### config.mk
export PLATFORM = sky130hd
export DESIGN_NAME = fire_scorer
export DESIGN_NICKNAME = d
export VERILOG_FILES = /design/src/rtl/fs_pkg.sv /design/src/rtl/fs_capture.sv /design/src/rtl/fs_classify.sv /design/src/rtl/fs_accum.sv /design/src/rtl/fire_scorer.sv
export SDC_FILE = /design/constraint.sdc
export NUM_CORES = 1
export LEC_CHECK = 0
export BUFFER_PORTS_ARGS = -buffer_cell sky130_fd_sc_hd__buf_2
export CORE_UTILIZATION = 61
export DETAILED_ROUTE_END_ITERATION = 8
export PLACE_DENSITY = 0.9
export SLEW_MARGIN = 20
export SYNTH_ARGS = -nofsm -noshare
export SYNTH_HDL_FRONTEND = slang
export SYNTH_SLANG_ARGS = --single-unit
### constraint.sdc
create_clock -name clk_i -period 11.7 [get_ports clk_i]
set_clock_uncertainty 0.05 [all_clocks]
set_input_delay 2.925 -clock clk_i [delete_from_list [all_inputs] [get_ports clk_i]]
set_output_delay 2.925 -clock clk_i [all_outputs]
set_load 0.03 [all_outputs]
### src/rtl/fs_pkg.sv
package fs_pkg;
  typedef enum logic [1:0] {
    CAT_ACCURATE   = 2'b00,
    CAT_AMBIGUOUS  = 2'b01,
    CAT_UNDETECTED = 2'b10,
    CAT_MISCLASS   = 2'b11
  } fs_cat_e;

  localparam int unsigned NUM_CATS = 4;
  // score unit is 0.02: full credit 1.0, half credit 0.5
  localparam int unsigned PTS_FULL = 50;
  localparam int unsigned PTS_HALF = 25;
endpackage

### src/rtl/fs_capture.sv
module fs_capture #(
  parameter int unsigned N_OUT = 10
) (
  input  logic             clk_i,
  input  logic             rst_ni,
  input  logic             start_i,
  input  logic             end_i,
  input  logic             mode_i,
  input  logic [N_OUT-1:0] spike_i,
  output logic             open_o,
  output logic [N_OUT-1:0] vec_o
);
  logic             open_q, open_d;
  logic             all_q, all_d;
  logic [N_OUT-1:0] vec_q, vec_d;
  logic             sample;

  always_comb begin
    sample = open_q && !start_i && !end_i;
    vec_d  = vec_q;
    if (start_i) begin
      vec_d = '0;
    end else if (sample) begin
      if (all_q)              vec_d = vec_q | spike_i;
      else if (vec_q == '0)   vec_d = spike_i;  // competitive: first firing cycle only
    end
    open_d = start_i ? 1'b1 : (end_i ? 1'b0 : open_q);
    all_d  = start_i ? mode_i : all_q;
  end

  always_ff @(posedge clk_i or negedge rst_ni) begin
    if (!rst_ni) begin
      open_q <= 1'b0;
      all_q  <= 1'b0;
      vec_q  <= '0;
    end else begin
      open_q <= open_d;
      all_q  <= all_d;
      vec_q  <= vec_d;
    end
  end

  assign open_o = open_q;
  assign vec_o  = vec_q;

  a_r2_competitive_hold: assert property (@(posedge clk_i) disable iff (!rst_ni)
    (open_q && !all_q && (vec_q != '0) && !start_i) |=> $stable(vec_q));

  a_r3_record_keeps: assert property (@(posedge clk_i) disable iff (!rst_ni)
    (!start_i) |=> ((vec_q & $past(vec_q)) == $past(vec_q)));

  a_r4_mode_frozen: assert property (@(posedge clk_i) disable iff (!rst_ni)
    (!start_i) |=> $stable(all_q));

  a_r5_closed_quiet: assert property (@(posedge clk_i) disable iff (!rst_ni)
    (!open_q && !start_i) |=> $stable(vec_q));
endmodule

### src/rtl/fs_classify.sv
module fs_classify
  import fs_pkg::*;
#(
  parameter int unsigned N_OUT  = 10,
  parameter int unsigned FIRE_W = 4
) (
  input  logic [N_OUT-1:0]  vec_i,
  input  logic [N_OUT-1:0]  desired_i,
  output fs_cat_e           cat_o,
  output logic [FIRE_W-1:0] fired_o
);
  logic exact, hit, any;

  always_comb begin
    exact = (vec_i == desired_i);
    hit   = |(vec_i & desired_i);
    any   = |vec_i;
    if (exact)     cat_o = CAT_ACCURATE;
    else if (hit)  cat_o = CAT_AMBIGUOUS;
    else if (!any) cat_o = CAT_UNDETECTED;
    else           cat_o = CAT_MISCLASS;
  end

  always_comb begin
    fired_o = '0;
    for (int i = 0; i < int'(N_OUT); i++) fired_o = fired_o + FIRE_W'(vec_i[i]);
  end
endmodule

### src/rtl/fs_accum.sv
module fs_accum
  import fs_pkg::*;
#(
  parameter int unsigned CNT_W   = 16,
  parameter int unsigned SCORE_W = 24,
  parameter int unsigned FIRE_W  = 4
) (
  input  logic                              clk_i,
  input  logic                              rst_ni,
  input  logic                              clear_i,
  input  logic                              upd_i,
  input  fs_cat_e                           cat_i,
  input  logic [FIRE_W-1:0]                 fired_i,
  output logic [NUM_CATS-1:0][CNT_W-1:0]    cat_cnt_o,
  output logic [CNT_W-1:0]                  fired_cnt_o,
  output logic signed [SCORE_W-1:0]         score_o
);
  logic                      tally;
  logic signed [SCORE_W-1:0] pts;
  logic signed [SCORE_W-1:0] score_q;
  logic [CNT_W-1:0]          fired_q;

  assign tally = upd_i && !clear_i;

  always_comb begin
    unique case (cat_i)
      CAT_ACCURATE:                  pts = SCORE_W'(PTS_FULL);
      CAT_AMBIGUOUS, CAT_UNDETECTED: pts = SCORE_W'(PTS_HALF);
      default:                       pts = '0;
    endcase
  end

  for (genvar g = 0; g < NUM_CATS; g++) begin : g_cat_cnt
    logic [CNT_W-1:0] cnt_q;
    always_ff @(posedge clk_i or negedge rst_ni) begin
      if (!rst_ni)                                   cnt_q <= '0;
      else if (clear_i)                              cnt_q <= '0;
      else if (tally && (cat_i == fs_cat_e'(g)))     cnt_q <= cnt_q + 1'b1;
    end
    assign cat_cnt_o[g] = cnt_q;
  end

  always_ff @(posedge clk_i or negedge rst_ni) begin
    if (!rst_ni) begin
      score_q <= '0;
      fired_q <= '0;
    end else if (clear_i) begin
      score_q <= '0;
      fired_q <= '0;
    end else if (tally) begin
      score_q <= score_q + pts - $signed(SCORE_W'(fired_i));
      fired_q <= fired_q + CNT_W'(fired_i);
    end
  end

  assign score_o     = score_q;
  assign fired_cnt_o = fired_q;

  a_r9_clear_zeroes: assert property (@(posedge clk_i) disable iff (!rst_ni)
    clear_i |=> (score_q == '0) && (fired_q == '0));

  a_r7_hold_without_end: assert property (@(posedge clk_i) disable iff (!rst_ni)
    (!upd_i && !clear_i) |=> $stable(score_q) && $stable(fired_q));
endmodule

### src/rtl/fire_scorer.sv
module fire_scorer
  import fs_pkg::*;
#(
  parameter int unsigned N_OUT   = 10,
  parameter int unsigned CNT_W   = 16,
  parameter int unsigned SCORE_W = 24
) (
  input  logic                      clk_i,
  input  logic                      rst_ni,
  input  logic                      clear_i,
  input  logic                      trial_start_i,
  input  logic                      trial_end_i,
  input  logic                      record_all_i,
  input  logic [N_OUT-1:0]          spike_i,
  input  logic [N_OUT-1:0]          desired_i,
  output logic [1:0]                cat_o,
  output logic                      cat_valid_o,
  output logic [CNT_W-1:0]          accurate_cnt_o,
  output logic [CNT_W-1:0]          ambiguous_cnt_o,
  output logic [CNT_W-1:0]          undetected_cnt_o,
  output logic [CNT_W-1:0]          miscls_cnt_o,
  output logic [CNT_W-1:0]          fired_cnt_o,
  output logic signed [SCORE_W-1:0] score_o
);
  localparam int unsigned FIRE_W = $clog2(N_OUT + 1);

  logic                           open;
  logic [N_OUT-1:0]               vec;
  fs_cat_e                        cls_cat;
  logic [FIRE_W-1:0]              fired;
  logic                           upd;
  logic [NUM_CATS-1:0][CNT_W-1:0] cat_cnt;
  fs_cat_e                        cat_q;
  logic                           valid_q;

  fs_capture #(.N_OUT(N_OUT)) i_capture (
    .clk_i   (clk_i),
    .rst_ni  (rst_ni),
    .start_i (trial_start_i),
    .end_i   (trial_end_i),
    .mode_i  (record_all_i),
    .spike_i (spike_i),
    .open_o  (open),
    .vec_o   (vec)
  );

  fs_classify #(.N_OUT(N_OUT), .FIRE_W(FIRE_W)) i_classify (
    .vec_i     (vec),
    .desired_i (desired_i),
    .cat_o     (cls_cat),
    .fired_o   (fired)
  );

  assign upd = trial_end_i && open;

  fs_accum #(.CNT_W(CNT_W), .SCORE_W(SCORE_W), .FIRE_W(FIRE_W)) i_accum (
    .clk_i       (clk_i),
    .rst_ni      (rst_ni),
    .clear_i     (clear_i),
    .upd_i       (upd),
    .cat_i       (cls_cat),
    .fired_i     (fired),
    .cat_cnt_o   (cat_cnt),
    .fired_cnt_o (fired_cnt_o),
    .score_o     (score_o)
  );

  always_ff @(posedge clk_i or negedge rst_ni) begin
    if (!rst_ni) begin
      cat_q   <= CAT_ACCURATE;
      valid_q <= 1'b0;
    end else begin
      valid_q <= upd;
      if (upd) cat_q <= cls_cat;
    end
  end

  assign cat_o            = cat_q;
  assign cat_valid_o      = valid_q;
  assign accurate_cnt_o   = cat_cnt[CAT_ACCURATE];
  assign ambiguous_cnt_o  = cat_cnt[CAT_AMBIGUOUS];
  assign undetected_cnt_o = cat_cnt[CAT_UNDETECTED];
  assign miscls_cnt_o     = cat_cnt[CAT_MISCLASS];

  a_r10_idle_end: assert property (@(posedge clk_i) disable iff (!rst_ni)
    (trial_end_i && !open) |=> !cat_valid_o);

  a_r6_valid_after_end: assert property (@(posedge clk_i) disable iff (!rst_ni)
    cat_valid_o |-> $past(trial_end_i));

  a_r6_ambiguous_multi: assert property (@(posedge clk_i) disable iff (!rst_ni)
    (upd && (cls_cat == CAT_AMBIGUOUS)) |-> (fired >= FIRE_W'(2)));
endmodule

**Word-level counts from Yosys, hierarchy flattened**

Index checks and enable logic that the tools add are counted.

- Flip-flop bits (word level): 119
- Input bits: 26
- Output and inout bits: 107

- Add/sub/neg operators: 16
- Equality and inequality tests: 4
- Mux-type cells: 22
- Bitwise operators: 2
- Reductions and logical operators: 25

Operator list:

| cell | count |
|---|---|
| 16-bit 2-to-1 mux | 10 |
| 16-bit by 1-bit adder with 16-bit output, second input constant | 4 |
| 24-bit 2-to-1 mux | 2 |
| 10-bit 2-to-1 mux | 4 |
| 4-bit by 1-bit adder with 4-bit output | 8 |
| 24-bit adder | 1 |
| 24-bit by 5-bit subtractor with 24-bit output | 1 |
| 10-bit OR reduction | 2 |
| 16-bit by 4-bit adder with 16-bit output | 1 |
| 2-bit nonzero test | 7 |
| 6-bit case mux with 2 select lines | 1 |
| 10-bit bitwise AND | 1 |
| 10-bit == test | 1 |
| 10-bit zero test | 1 |
| 10-bit bitwise OR | 1 |
| 1-bit logical AND | 8 |
| 2-bit == test, second input constant | 2 |
| 2-bit 2-to-1 mux | 2 |
| 1-bit zero test | 3 |
| 1-bit 2-to-1 mux | 3 |
| 3-bit nonzero test | 1 |
| 1-bit by 1-bit adder with 2-bit output | 1 |
| 2-bit by 1-bit == test with 1-bit output, second input constant | 1 |
| 2-bit zero test | 1 |
| 2 further kinds | 2 |

**Logic depth before layout (Yosys ltp)**

Gate-level depths: netlist (run 1).

- Depth in word-level cells: 12
- Gate-level depth with buffers: 20
- Depth with buffers taken out: 20

**Hierarchy**

Synthesis (run 1) repeated with hierarchy kept, for this count alone.

- Cell total of the unflattened synthesis: 831
- Area, all modules: 7,698.6 um2

By module, submodules not included:

| module | times used | cells an instance | area each (um2) | seq. area each (um2) |
|---|---|---|---|---|
| fs_accum | 1 | 718 | 6,475.0 | 2,602.5 |
| fs_capture | 1 | 56 | 644.4 | 300.3 |
| fs_classify | 1 | 50 | 464.2 | 0.0 |
| fire_scorer | 1 | 7 | 115.1 | 75.1 |

**Worst setup path before layout (run 1)**

No wires, ideal clock.

- Kind: input to register
- Start point: input desired_i[4]
- End point: register i_accum.score_q[16] (netlist: i_accum.score_o[16])
- Setup time: 0.150 ns
- Data arrival time: 6.496 ns
- Data required time: 11.500 ns
- Setup slack: 5.005 ns
- Stages on the path: 16
- Path buffers: 0
- Path through: ha_1 -> nor4_1 -> nand3_1 -> o21ai_0 -> inv_1 -> ha_1 -> fa_1 -> inv_1 -> ha_1 -> and3_1 -> a221o_1 -> and3_1 -> nor3_1 -> or3_1 -> mux2i_1 -> o311ai_0

- Word-level cells in the longest chain between the ends: 11

RTL lines:

| element | RTL line | RTL |
|---|---|---|
| start, declared | fire_scorer.sv:15 | `input logic [N_OUT-1:0] desired_i,` |
| 10-bit bitwise AND | fs_classify.sv:16 | `hit = \|(vec_i & desired_i);` |
| 10-bit OR reduction | fs_classify.sv:16 |  |
| 2-bit 2-to-1 mux | fs_classify.sv:19 | `else if (hit) cat_o = CAT_AMBIGUOUS;` |
| 2-bit 2-to-1 mux * | fs_classify.sv:18 | `if (exact) cat_o = CAT_ACCURATE;` |
| via cls_cat[0] | fire_scorer.sv:29 | `fs_cat_e cls_cat;` |
| 2-bit == test / 2-bit by 1-bit == test with 1-bit output (equally long branches) | fs_accum.sv:26 | `unique case (cat_i)` |
| 2-bit OR reduction | fs_accum.sv:26 |  |
| 6-bit case mux with 2 select lines * | fs_accum.sv:26 |  |
| 24-bit adder * | fs_accum.sv:51 | `score_q <= score_q + pts - $signed(SCORE_W'(fired_i));` |
| 24-bit by 5-bit subtractor with 24-bit output * | fs_accum.sv:51 |  |
| 24-bit 2-to-1 mux * | fs_accum.sv:50 | `end else if (tally) begin` |
| 24-bit 2-to-1 mux * | fs_accum.sv:47 | `end else if (clear_i) begin` |
| end signal, assigned | fs_accum.sv:51 |  |
| end, declared | fs_accum.sv:20 | `logic signed [SCORE_W-1:0] score_q;` |

The timed path passes the listed nets; every way through them passes the cells marked *. The select of a mux whose other input is x is not followed.
A chain may end at the register's enable or synchronous reset.

**Worst setup path in the final report (run 1)**

- Start point: input desired_i[1]
- End point: register i_accum.score_q[16] (netlist: i_accum.score_o[16])

The elaborated chain is that of the path after synthesis.

==> results.ini, run 1 <==
[outcome]
status = finished with violations
violations = DRC

[critical_path]
r2r-end = i_accum.score_o[16]$_DFFE_PN0P_
arrival_ns = 7.13
r2r_start = i_capture.vec_o[0]$_DFFE_PN0P_
worstSetupEndpointType = flip-flop
required_ns = 11.93
reg2reg_slack_ns = 5.60
reg2reg_depth = 17
path_max_fanout = 4
start_kind = input port
critical_path_class = in -> reg

[pwr]
internal_power_mw = 1.36
vdd_drop_max_v = 0.000174
netSwitchingFraction_pct = 43.5
p_leak_nw = 4.44
seq_power_share_pct = 21.6
p_per_area_nw_per_um2 = 277
clockPowerShare_pct = 20.8
power_frac_comb_pct = 57.6
p_total_mw = 2.41
p_sw_mw = 1.05

[floorplan]
fp.coreArea_sq_um = 11600
chipHeight_um = 112
die_x_um = 112
start_util_pct = 63.5
die_area_sq_um = 12500
rows = 39
ios = 133

[finish]
drive_gt1_share_pct = 18.3
finish.instance_area_sq_um = 8690
area_growth_pct = 18.3
nNetsFinal = 1029
antennaDiodeCount = 0

[placement]
place_worst_setup_slack_ns = 4.43
io_buffers = 132
dpl.hpwl_mm = 12.3
gp_congestion = 0.911
placed_cell_area_sq_um = 8130

[logic_synthesis]
synth_flop_cell = dfrtp_1
synth_most_common_cell = dfrtp_1
synth_top_area_share_pct = 40.5
ys_seq_area_share_pct = 40.5
synth_top_cells_by_count = dfrtp_1, nor2_1, nand2_1, inv_1, ha_1
synth_top_area_cell = dfrtp_1
async_flop_share_pct = 100
synth_edf_count = 0
syn_nets = 899
synth.ff_latch_count = 119
synth.avg_cell_area_sq_um = 9.10
syn_area_sq_um = 7350
synthCells = 807
synth.area.top_cells = dfrtp_1, ha_1, xor2_1, nor2_1, nand2_1
yosys_warnings = 0
ys_types = 58

[cts]
tritoncts = built
cts_root_buf = clkbuf_16
cts_buffer_depth = 2
cts_setup_buffers = 0
holdBufCountCts = 0
clkSinkCount = 119
htreeDepth = 4
clk_pin_slew_ns = 0.06
cts_resized = 0
clock_latency_ns = 0.42
cts_made_buffers = 17

[detailed_routing]
drt-wirelength-per-cell_um = 16.1
routed_via_density = 5.91
drtIter0Drc = 483
wl_mm = 17.5
drt-pass1-iter-count = 9
route.detailed.drc = 7
dr_total_vias = 6431
antenna_left = 0

[global_routing]
globalRouteOverflowTotal = 0
grt_util_all_layers_pct = 30.3
grt_pass1_vias = 6497
antenna_found_initial = 0
grt_first_pass_wirelength_mm = 29.8
grt_max_degree = 74

[timing]
hold_viol = 0
setup_viol = 0
worst_slew_pin_slew_ns = 0.789
period_minus_slack_ns = 6.90
slew_headroom_pct = 47.4
tns_ns = 0
rsz0062_at_grt = false
layout_setup_ws_ns = 4.80
slew_violations = 0
fin_crit_sh_pct = 59.0
fmax_ghz = 0.145

[job]
maxCapViolCount = 0

[worst_hold_path]
hold_path_end = i_accum.g_cat_cnt[3].cnt_q[15]$_DFFE_PN0P_
min_path_type = reg -> reg
hold-path-cell-count = 1
hp-start = i_accum.g_cat_cnt[3].cnt_q[15]$_DFFE_PN0P_

[sequential cells by signal, indices dropped and copies added, names as in the netlist]
name and cells:
i_accum.g_cat_cnt.cnt_q 64, cat_o 2, i_accum.score_o 24, cat_valid_o 1
i_capture.open_o 1, i_accum.fired_cnt_o 16, i_capture.vec_o 10, i_capture.all_q 1
[cells by family (layout without fill, tap and decap cells)]
logic type | after synthesis | in the layout | share of synthesized area, %
AOI/OAI and AO/OA | 151 | 151 | 13.6
xor gates and xnor gates | 72 | 72 | 8.58
adders and majority gates | 66 | 66 | 12.3
buffers and inverters | 95 | 234 | 4.85
DFF | 119 | 119 | 40.5
muxes | 2 | 2 | 0.290
and+or+nand+nor | 302 | 302 | 19.9
[per-layer routing]
metal  track usage [%]  wire length, um
met5                 0                0
met4              14.0              522
met3              8.27             1110
met2              51.1             8670
met1              36.0             7240
[power by group through the flow]
stage / Clock, mW / Combinational (mW) / Sequential [mW]
6_report: 0.502 / 1.39 / 0.520
5_1_grt: 0.528 / 1.53 / 0.527
4_1_cts: 0.508 / 1.37 / 0.518
3_5_place_dp: 0 / 1.33 / 0.524
3_3_place_gp: 0 / 1.29 / 0.524
2_1_floorplan: 0 / 0.976 / 0.597
[stage by stage]
step	utilization, %	hold slack [ns]	std cells
final	75.2	0.442	1089
after global routing	75.2	0.463	1089
after CTS	75.2	0.445	1089
after detailed placement	70.3	0.438	1061
after global placement	70.3	0.422	1061
after floorplan	-	0.428	807
[layout by cell type, fill, tap and decap left out, types with 17 or more instances in the layout]
cell type	n
dfrtp_1	119
a22o_1	17
xnor2_1	29
buf_2	130
a21oi_1	43
nand4_1	20
xor2_1	43
ha_1	56
clkbuf_16	17
nand3_1	36
nand2_1	79
inv_1	68
nor2_1	89
o21ai_0	33
[worst max-delay path: stages]
cell      delay (ns)
buf_2           0.10
ha_1            0.18
nor4_1          0.28
nand3_1         0.13
o21ai_0         0.45
inv_1           0.17
ha_1            0.34
fa_1            0.50
inv_1           0.04
ha_1            0.34
and3_1          0.18
a221o_1         0.38
and3_1          0.20
nor3_1          0.39
or3_1           0.23
mux2i_1         0.18
o311ai_0        0.13
[cell type report]
class	instances	area (sq um)
clock buffer	24	492
clock inverter	4	70.1
fill	829	2870
inverter	69	259
multi-input combinational	593	4010
sequential	119	2980
tap	143	179
timing repair buffer	137	703
[worst max-delay path by stage]
stage                                                 end    startpoint  slack [ns]  cells past startpoint
after global placement    i_accum.score_o[16]$_DFFE_PN0P_  desired_i[1]        4.50                     15
after detailed placement  i_accum.score_o[16]$_DFFE_PN0P_  desired_i[1]        4.43                     17
after floorplan           i_accum.score_o[16]$_DFFE_PN0P_  desired_i[4]        5.00                     16
final                     i_accum.score_o[16]$_DFFE_PN0P_  desired_i[1]        4.80                     17
after global routing      i_accum.score_o[16]$_DFFE_PN0P_  desired_i[1]        4.33                     15
after CTS                 i_accum.score_o[16]$_DFFE_PN0P_  desired_i[1]        4.80                     17
Note: power is estimated with default switching activity, not from simulation.
==> run 2, diff against run 1 <==
Settings changed: CORE_UTILIZATION 61 to 57, PLACE_DENSITY 0.9 to 0.85.
Clock period 11.7 ns to 6.9 ns, I/O delays scaled along.
==> results.ini, run 2 (synthesis results as in run 1) <==
[outcome]
status = finished, final reports clean

[finish]
nNetsFinal = 1030  ; +0.097%
antennaDiodeCount = 0  ; unchanged
utilization_pct = 69.6  ; -5.5 points
area_growth_pct = 19.1
finish.instance_area_sq_um = 8750  ; +0.68%
layout_commonest_cell = buf_2
drive_gt1_share_pct = 18.9  ; +0.66 points
largest_register = i_accum.g_cat_cnt.cnt_q
stdcell_count = 1122  ; +3.0%
most-common-layout-cells = buf_2, dfrtp_1, nor2_1
largest_register_ff_count = 64  ; unchanged

[critical_path]
cp_common_cell = fa_1
critical_path_class = reg -> reg
required_ns = 7.13  ; -4.80 ns
cp_top_family = adder cells
max_stage_delay_ns = 0.59  ; +0.09 ns
start_kind = flip-flop
worst_path_max_delay_cell = fa_1
path_max_fanout = 4  ; unchanged
worstSetupEndpointType = flip-flop
crit_buf_inv = 2  ; -1
arrival_ns = 6.23  ; -0.90 ns
path_cells = inv_1 -> ha_1 -> inv_1 -> fa_1 -> fa_1 -> fa_1 -> fa_1 -> fa_1 -> fa_1 -> fa_1 -> a21o_1 -> a221o_1 -> and3_1 -> nor3_1 -> or3_1 -> mux2i_1 -> o311ai_0

[global_routing]
grt_first_pass_wirelength_mm = 28.1  ; -5.8%
antenna_found_initial = 0  ; unchanged
gr-usage-met2_pct = 44.9  ; -6.2 points
globalRouteOverflowTotal = 0  ; unchanged
busiest_layer = met2
grt_max_degree = 83  ; +12%
use_met3_pct = 6.54  ; -1.7 points
grt_util_all_layers_pct = 27.0  ; -3.3 points
grt_pass1_vias = 6081  ; -6.4%
use_met1_pct = 33.7  ; -2.3 points

[pwr]
p_total_mw = 4.06  ; +68%
vdd_drop_max_v = 0.000293  ; +68%
p_per_area_nw_per_um2 = 464  ; +67%
p_leak_nw = 4.43  ; about the same

[timing]
setup_viol = 0  ; unchanged
slew_violations = 0  ; unchanged
fmax_ghz = 0.167
tns_ns = 0  ; unchanged
fin_crit_sh_pct = 86.9
slew_headroom_pct = 45.8  ; -1.6 points
whs_ns = 0.444  ; +0.00156 ns
hold_viol = 0  ; unchanged
layout_setup_ws_ns = 0.905  ; -3.89 ns
rsz0062_at_grt = false
worst_slew_pin_slew_ns = 0.813  ; +0.0242 ns
period_minus_slack_ns = 5.99

[detailed_routing]
route.detailed.drc = 0  ; -7
dr_total_vias = 6302  ; -2.0%
routed_via_density = 5.62  ; -4.9%
drt-wirelength-per-cell_um = 15.2  ; -5.5%
drt-pass1-iter-count = 5  ; -4
drtIter0Drc = 364  ; -25%
wl_mm = 17.1  ; -2.6%
antenna_left = 0  ; unchanged

[cts]
cts_setup_buffers = 0  ; unchanged
cts_made_buffers = 17  ; unchanged
clkSinkCount = 119  ; unchanged
htreeDepth = 4  ; unchanged
clk_pin_slew_ns = 0.06  ; about the same
holdBufCountCts = 0  ; unchanged
clock_latency_ns = 0.42  ; about the same
cts_resized = 0  ; unchanged
tritoncts = built
cts_buffer_depth = 2  ; unchanged
cts_root_buf = clkbuf_16

[floorplan]
die_area_sq_um = 13300  ; +6.9%
die_x_um = 116  ; +3.4%
chipHeight_um = 116  ; +3.4%
rows = 41  ; +5.1%
start_util_pct = 58.4  ; -5.1 points
ios = 133  ; unchanged
fp.coreArea_sq_um = 12600  ; +8.7%

[placement]
dp_cells = 1091  ; +2.8%
placed_cell_area_sq_um = 8170  ; +0.54%
gp_congestion = 0.878  ; -3.7%
place_worst_setup_slack_ns = 0.755  ; -3.67 ns
dpl.hpwl_mm = 12.0  ; -2.4%
io_buffers = 132  ; unchanged

[worst_hold_path]
min_path_type = reg -> reg

[job]
maxCapViolCount = 0  ; unchanged

-- run 2: cell count changes in the layout (fill, tap and decap cells not counted) --
cell / change
buf_4: +1
clkbuf_1: -3
clkbuf_8: -4
clkinv_4: +1
clkinvlp_4: +5
inv_6: +4
-- run 2: where the power goes --
part	internal [mW]	switching, mW	leakage, nW
clock network	0.531	0.340	0.269
registers	0.785	0.0946	1.63
logic	0.950	1.36	2.54
total	2.27	1.79	4.43
-- run 2: area by class of cell --
class	count	area, sq um
tap	172	215
clock inverter	14	151
multi-input combinational	593	4010
fill	960	3820
clock buffer	17	425
inverter	69	259
timing repair buffer	138	711
sequential	119	2980
-- run 2: worst paths after layout --
kind                                                             from                                         end  slack (ns)  cells after the start
setup / recovery                       i_capture.vec_o[0]$_DFFE_PN0P_             i_accum.score_o[16]$_DFFE_PN0P_        0.91                     17
hold / removal             i_accum.g_cat_cnt[3].cnt_q[15]$_DFFE_PN0P_  i_accum.g_cat_cnt[3].cnt_q[15]$_DFFE_PN0P_        0.44                      1
setup reg to reg                       i_capture.vec_o[0]$_DFFE_PN0P_             i_accum.score_o[16]$_DFFE_PN0P_        0.91                     17
hold reg to reg            i_accum.g_cat_cnt[3].cnt_q[15]$_DFFE_PN0P_  i_accum.g_cat_cnt[3].cnt_q[15]$_DFFE_PN0P_        0.44                      1
max in group asynchronous                                      rst_ni  i_accum.g_cat_cnt[0].cnt_q[14]$_DFFE_PN0P_        4.20                      2
min in group asynchronous                                      rst_ni             i_accum.score_o[11]$_DFFE_PN0P_        1.32                      1
-- run 2: metal layers --
layer / vias to the layer above / wire, um
li1: 3051 / -
met2: 195 / 8430
met1: 3025 / 7230
met4: 0 / 325
met5: - / 0
met3: 31 / 1090
==> run 3, diff against run 2 <==
Settings changed: CELL_PAD_IN_SITES_DETAIL_PLACEMENT set to 1, CELL_PAD_IN_SITES_GLOBAL_PLACEMENT set to 1, CORE_UTILIZATION 57 to 43, GPL_TIMING_DRIVEN set to 0, PLACE_DENSITY 0.85 to 0.84, SYNTH_HIERARCHICAL set to 1.
==> results.ini, run 3 <==
[global_routing]
grt_max_degree = 69  ; -17%
grt_util_all_layers_pct = 26.6  ; -0.36 points
globalRouteOverflowTotal = 0  ; unchanged
grt_first_pass_wirelength_mm = 37.8  ; +35%
antenna_found_initial = 0  ; unchanged
grt_pass1_vias = 7404  ; +22%

[timing]
slew_violations = 0  ; unchanged
setup_viol = 0  ; unchanged
period_minus_slack_ns = 6.34  ; +0.345 ns
slew_headroom_pct = 50.5  ; +4.8 points
layout_setup_ws_ns = 0.560  ; -0.345 ns
worst_slew_pin_slew_ns = 0.742  ; -0.0713 ns
rsz0062_at_grt = false
fmax_ghz = 0.158  ; -5.4%
fin_crit_sh_pct = 91.9  ; +5.0 points
tns_ns = 0  ; unchanged
hold_viol = 0  ; unchanged

[worst_hold_path]
hold-path-cell-count = 1  ; unchanged
hold_path_end = i_accum/g_cat_cnt[1].cnt_q[15]$_DFFE_PN0P_
min_path_type = reg -> reg
hp-start = i_accum/g_cat_cnt[1].cnt_q[15]$_DFFE_PN0P_

[logic_synthesis]
syn_nets = 921  ; +2.4%
syn_area_sq_um = 7700  ; +4.8%
yosys_warnings = 6  ; +6
synthCells = 831  ; +3.0%
async_flop_share_pct = 100  ; unchanged
synth_most_common_cell = dfrtp_1
synth_top_area_cell = dfrtp_1
synth.area.top_cells = dfrtp_1, ha_1, xor2_1, nor2_1, a21oi_1
synth.ff_latch_count = 119  ; unchanged
synth_edf_count = 0  ; unchanged
synth.avg_cell_area_sq_um = 9.26  ; +1.8%
synth_flop_cell = dfrtp_1
ys_seq_area_share_pct = 38.7  ; -1.9 points
synth_top_area_share_pct = 38.7  ; -1.9 points
synth_top_cells_by_count = dfrtp_1, nor2_1, inv_1, a21oi_1, ha_1
ys_types = 68  ; +17%

[critical_path]
max_stage_delay_ns = 0.56  ; -0.03 ns
reg2reg_slack_ns = 0.91  ; about the same
required_ns = 7.17  ; +0.04 ns
critical_path_class = in -> reg
worst_path_max_delay_cell = or4_4
path_max_fanout = 5  ; +1
cp_common_cell = ha_1
reg2reg_depth = 21  ; +4
start_kind = input port
path_cells = buf_2 -> ha_1 -> or4_4 -> nor4_4 -> nor2b_1 -> inv_1 -> ha_1 -> inv_1 -> ha_1 -> inv_1 -> ha_1 -> fa_1 -> a211oi_1 -> o21ai_1 -> a211oi_2 -> nor2_1 -> a21oi_1 -> mux2_1 -> o31ai_1
arrival_ns = 6.61  ; +0.38 ns
worstSetupEndpointType = flip-flop
r2r-end = i_accum/score_o[21]$_DFFE_PN0P_
r2r_start = i_capture/vec_o[0]$_DFFE_PN0P_

[cts]
cts_made_buffers = 17  ; unchanged
clock_latency_ns = 0.41  ; about the same
holdBufCountCts = 0  ; unchanged
clk_pin_slew_ns = 0.06  ; about the same
cts_resized = 0  ; unchanged
tritoncts = built
htreeDepth = 4  ; unchanged
cts_buffer_depth = 2  ; unchanged
cts_root_buf = clkbuf_16
clkSinkCount = 119  ; unchanged
cts_setup_buffers = 0  ; unchanged

[floorplan]
rows = 48  ; +17%
start_util_pct = 44.2  ; -14 points
chipHeight_um = 136  ; +18%
die_x_um = 136  ; +18%
die_area_sq_um = 18400  ; +38%
ios = 133  ; unchanged
fp.coreArea_sq_um = 17400  ; +39%

[placement]
io_buffers = 132  ; unchanged
place_worst_setup_slack_ns = 0.174  ; -0.581 ns
dpl.hpwl_mm = 16.9  ; +40%
dp_cells = 1189  ; +9.0%
gp_congestion = 0.857  ; -2.3%

[pwr]
p_sw_mw = 1.90  ; +5.7%
netSwitchingFraction_pct = 46.1  ; +1.9 points
p_leak_nw = 4.58  ; +3.4%
power_frac_comb_pct = 57.5  ; +0.6 points
seq_power_share_pct = 21.3  ; -0.4 points
vdd_drop_max_v = 0.000252  ; -14%
internal_power_mw = 2.22  ; -2.2%
p_per_area_nw_per_um2 = 444  ; -4.3%
clockPowerShare_pct = 21.2  ; -0.3 points

[detailed_routing]
drtIter0Drc = 293  ; -20%
routed_via_density = 5.70  ; +1.6%
dr_total_vias = 6965  ; +11%
route.detailed.drc = 0  ; unchanged
drt-wirelength-per-cell_um = 19.1  ; +26%
drt-pass1-iter-count = 7  ; +2
wl_mm = 23.4  ; +37%
antenna_left = 0  ; unchanged

[finish]
stdcell_count = 1221  ; +8.8%
largest_register = i_accum/g_cat_cnt.cnt_q
fillers = 2086  ; +120%
most-common-layout-cells = buf_2, dfrtp_1, nor2_1
multi_input_area_sq_um = 4320  ; +7.6%
drive_gt1_share_pct = 20.6  ; +1.6 points
antennaDiodeCount = 0  ; unchanged
largest_register_ff_count = 64  ; unchanged
area_growth_pct = 20.3
layout_commonest_cell = buf_2
regArea_sq_um = 2980  ; unchanged
nNetsFinal = 1073  ; +4.2%

[outcome]
status = finished, final reports clean

[job]
maxCapViolCount = 0  ; unchanged

[run 3: cell count changes in the layout (fill, tap and decap cells not counted), moves of 10 or more]
cell,delta
a21oi_1,+17
xnor2_1,-11
mux2i_1,+15
nand2_1,-32
buf_2,+10
a22o_1,-16
clkbuf_1,+22
o41ai_2,+10
o21ai_1,+15
[run 3: worst max-delay path by stage]
stage	startpoint	to	slack, ns	depth (start not counted)
3_5_place_dp	desired_i[5]	i_accum/score_o[18]$_DFFE_PN0P_	0.17	19
4_1_cts	desired_i[5]	i_accum/score_o[18]$_DFFE_PN0P_	0.59	19
3_3_place_gp	desired_i[5]	i_accum/score_o[18]$_DFFE_PN0P_	0.28	19
2_1_floorplan	desired_i[5]	i_accum/score_o[18]$_DFFE_PN0P_	1.14	18
6_report	desired_i[5]	i_accum/score_o[18]$_DFFE_PN0P_	0.56	19
5_1_grt	desired_i[5]	i_accum/score_o[18]$_DFFE_PN0P_	0.28	19
[run 3: layout make-up]
type,instances,area share [%]
buffer,35,1.78
clock buffer,18,4.74
clock inverter,14,1.51
inverter,64,2.59
multi-input combinational,613,46.6
sequential,119,32.2
tap,225,3.04
timing repair buffer,133,7.54
[run 3: kinds of logic after synthesis]
kind of cell	count (synthesis)	synth area share, %
buffers and inverters	99	5.27
xor gates and xnor gates	59	6.71
and+or+nand+nor	297	19.9
muxes	21	2.91
AOI/OAI and AO/OA	172	15.1
adders and majority gates	64	11.4
DFF	119	38.7
[run 3: routing by layer]
layer | global-route usage [%] | up-vias | routed length (um)
li1 | - | 3229 | -
met1 | 32.8 | 3528 | 10000
met2 | 46.1 | 168 | 12000
met3 | 4.71 | 40 | 905
met4 | 9.74 | 0 | 469
met5 | 0 | - | 0
[run 3: power groups by stage]
stage          combinational [mW]  sequential, mW  clock [mW]
2_1_floorplan                1.64           0.992           0
3_3_place_gp                 2.21           0.883           0
3_5_place_dp                 2.31           0.888           0
4_1_cts                      2.35           0.876       0.897
5_1_grt                      2.61           0.887       0.920
6_report                     2.36           0.876       0.874
[run 3: worst max-delay path: cells and delay by family]
| kind | cells | cell delay (ns) |
|---|---|---|
| simple gates | 4 | 1.53 |
| buf+inv | 4 | 0.38 |
| compound gates | 5 | 1.13 |
| fa+ha+maj | 5 | 1.51 |
| mux | 1 | 0.33 |
[run 3: through the flow]
step	hold WS (ns)	util (%)	power (mW)	cell area, sq um
finish	0.444	53.2	4.11	9260
global route	0.469	53.2	4.42	9260
CTS	0.446	53.2	4.12	9260
detailed placement	0.440	49.8	3.19	8680
global placement	0.412	49.6	3.09	8640
floorplan	0.482	-	2.63	7700
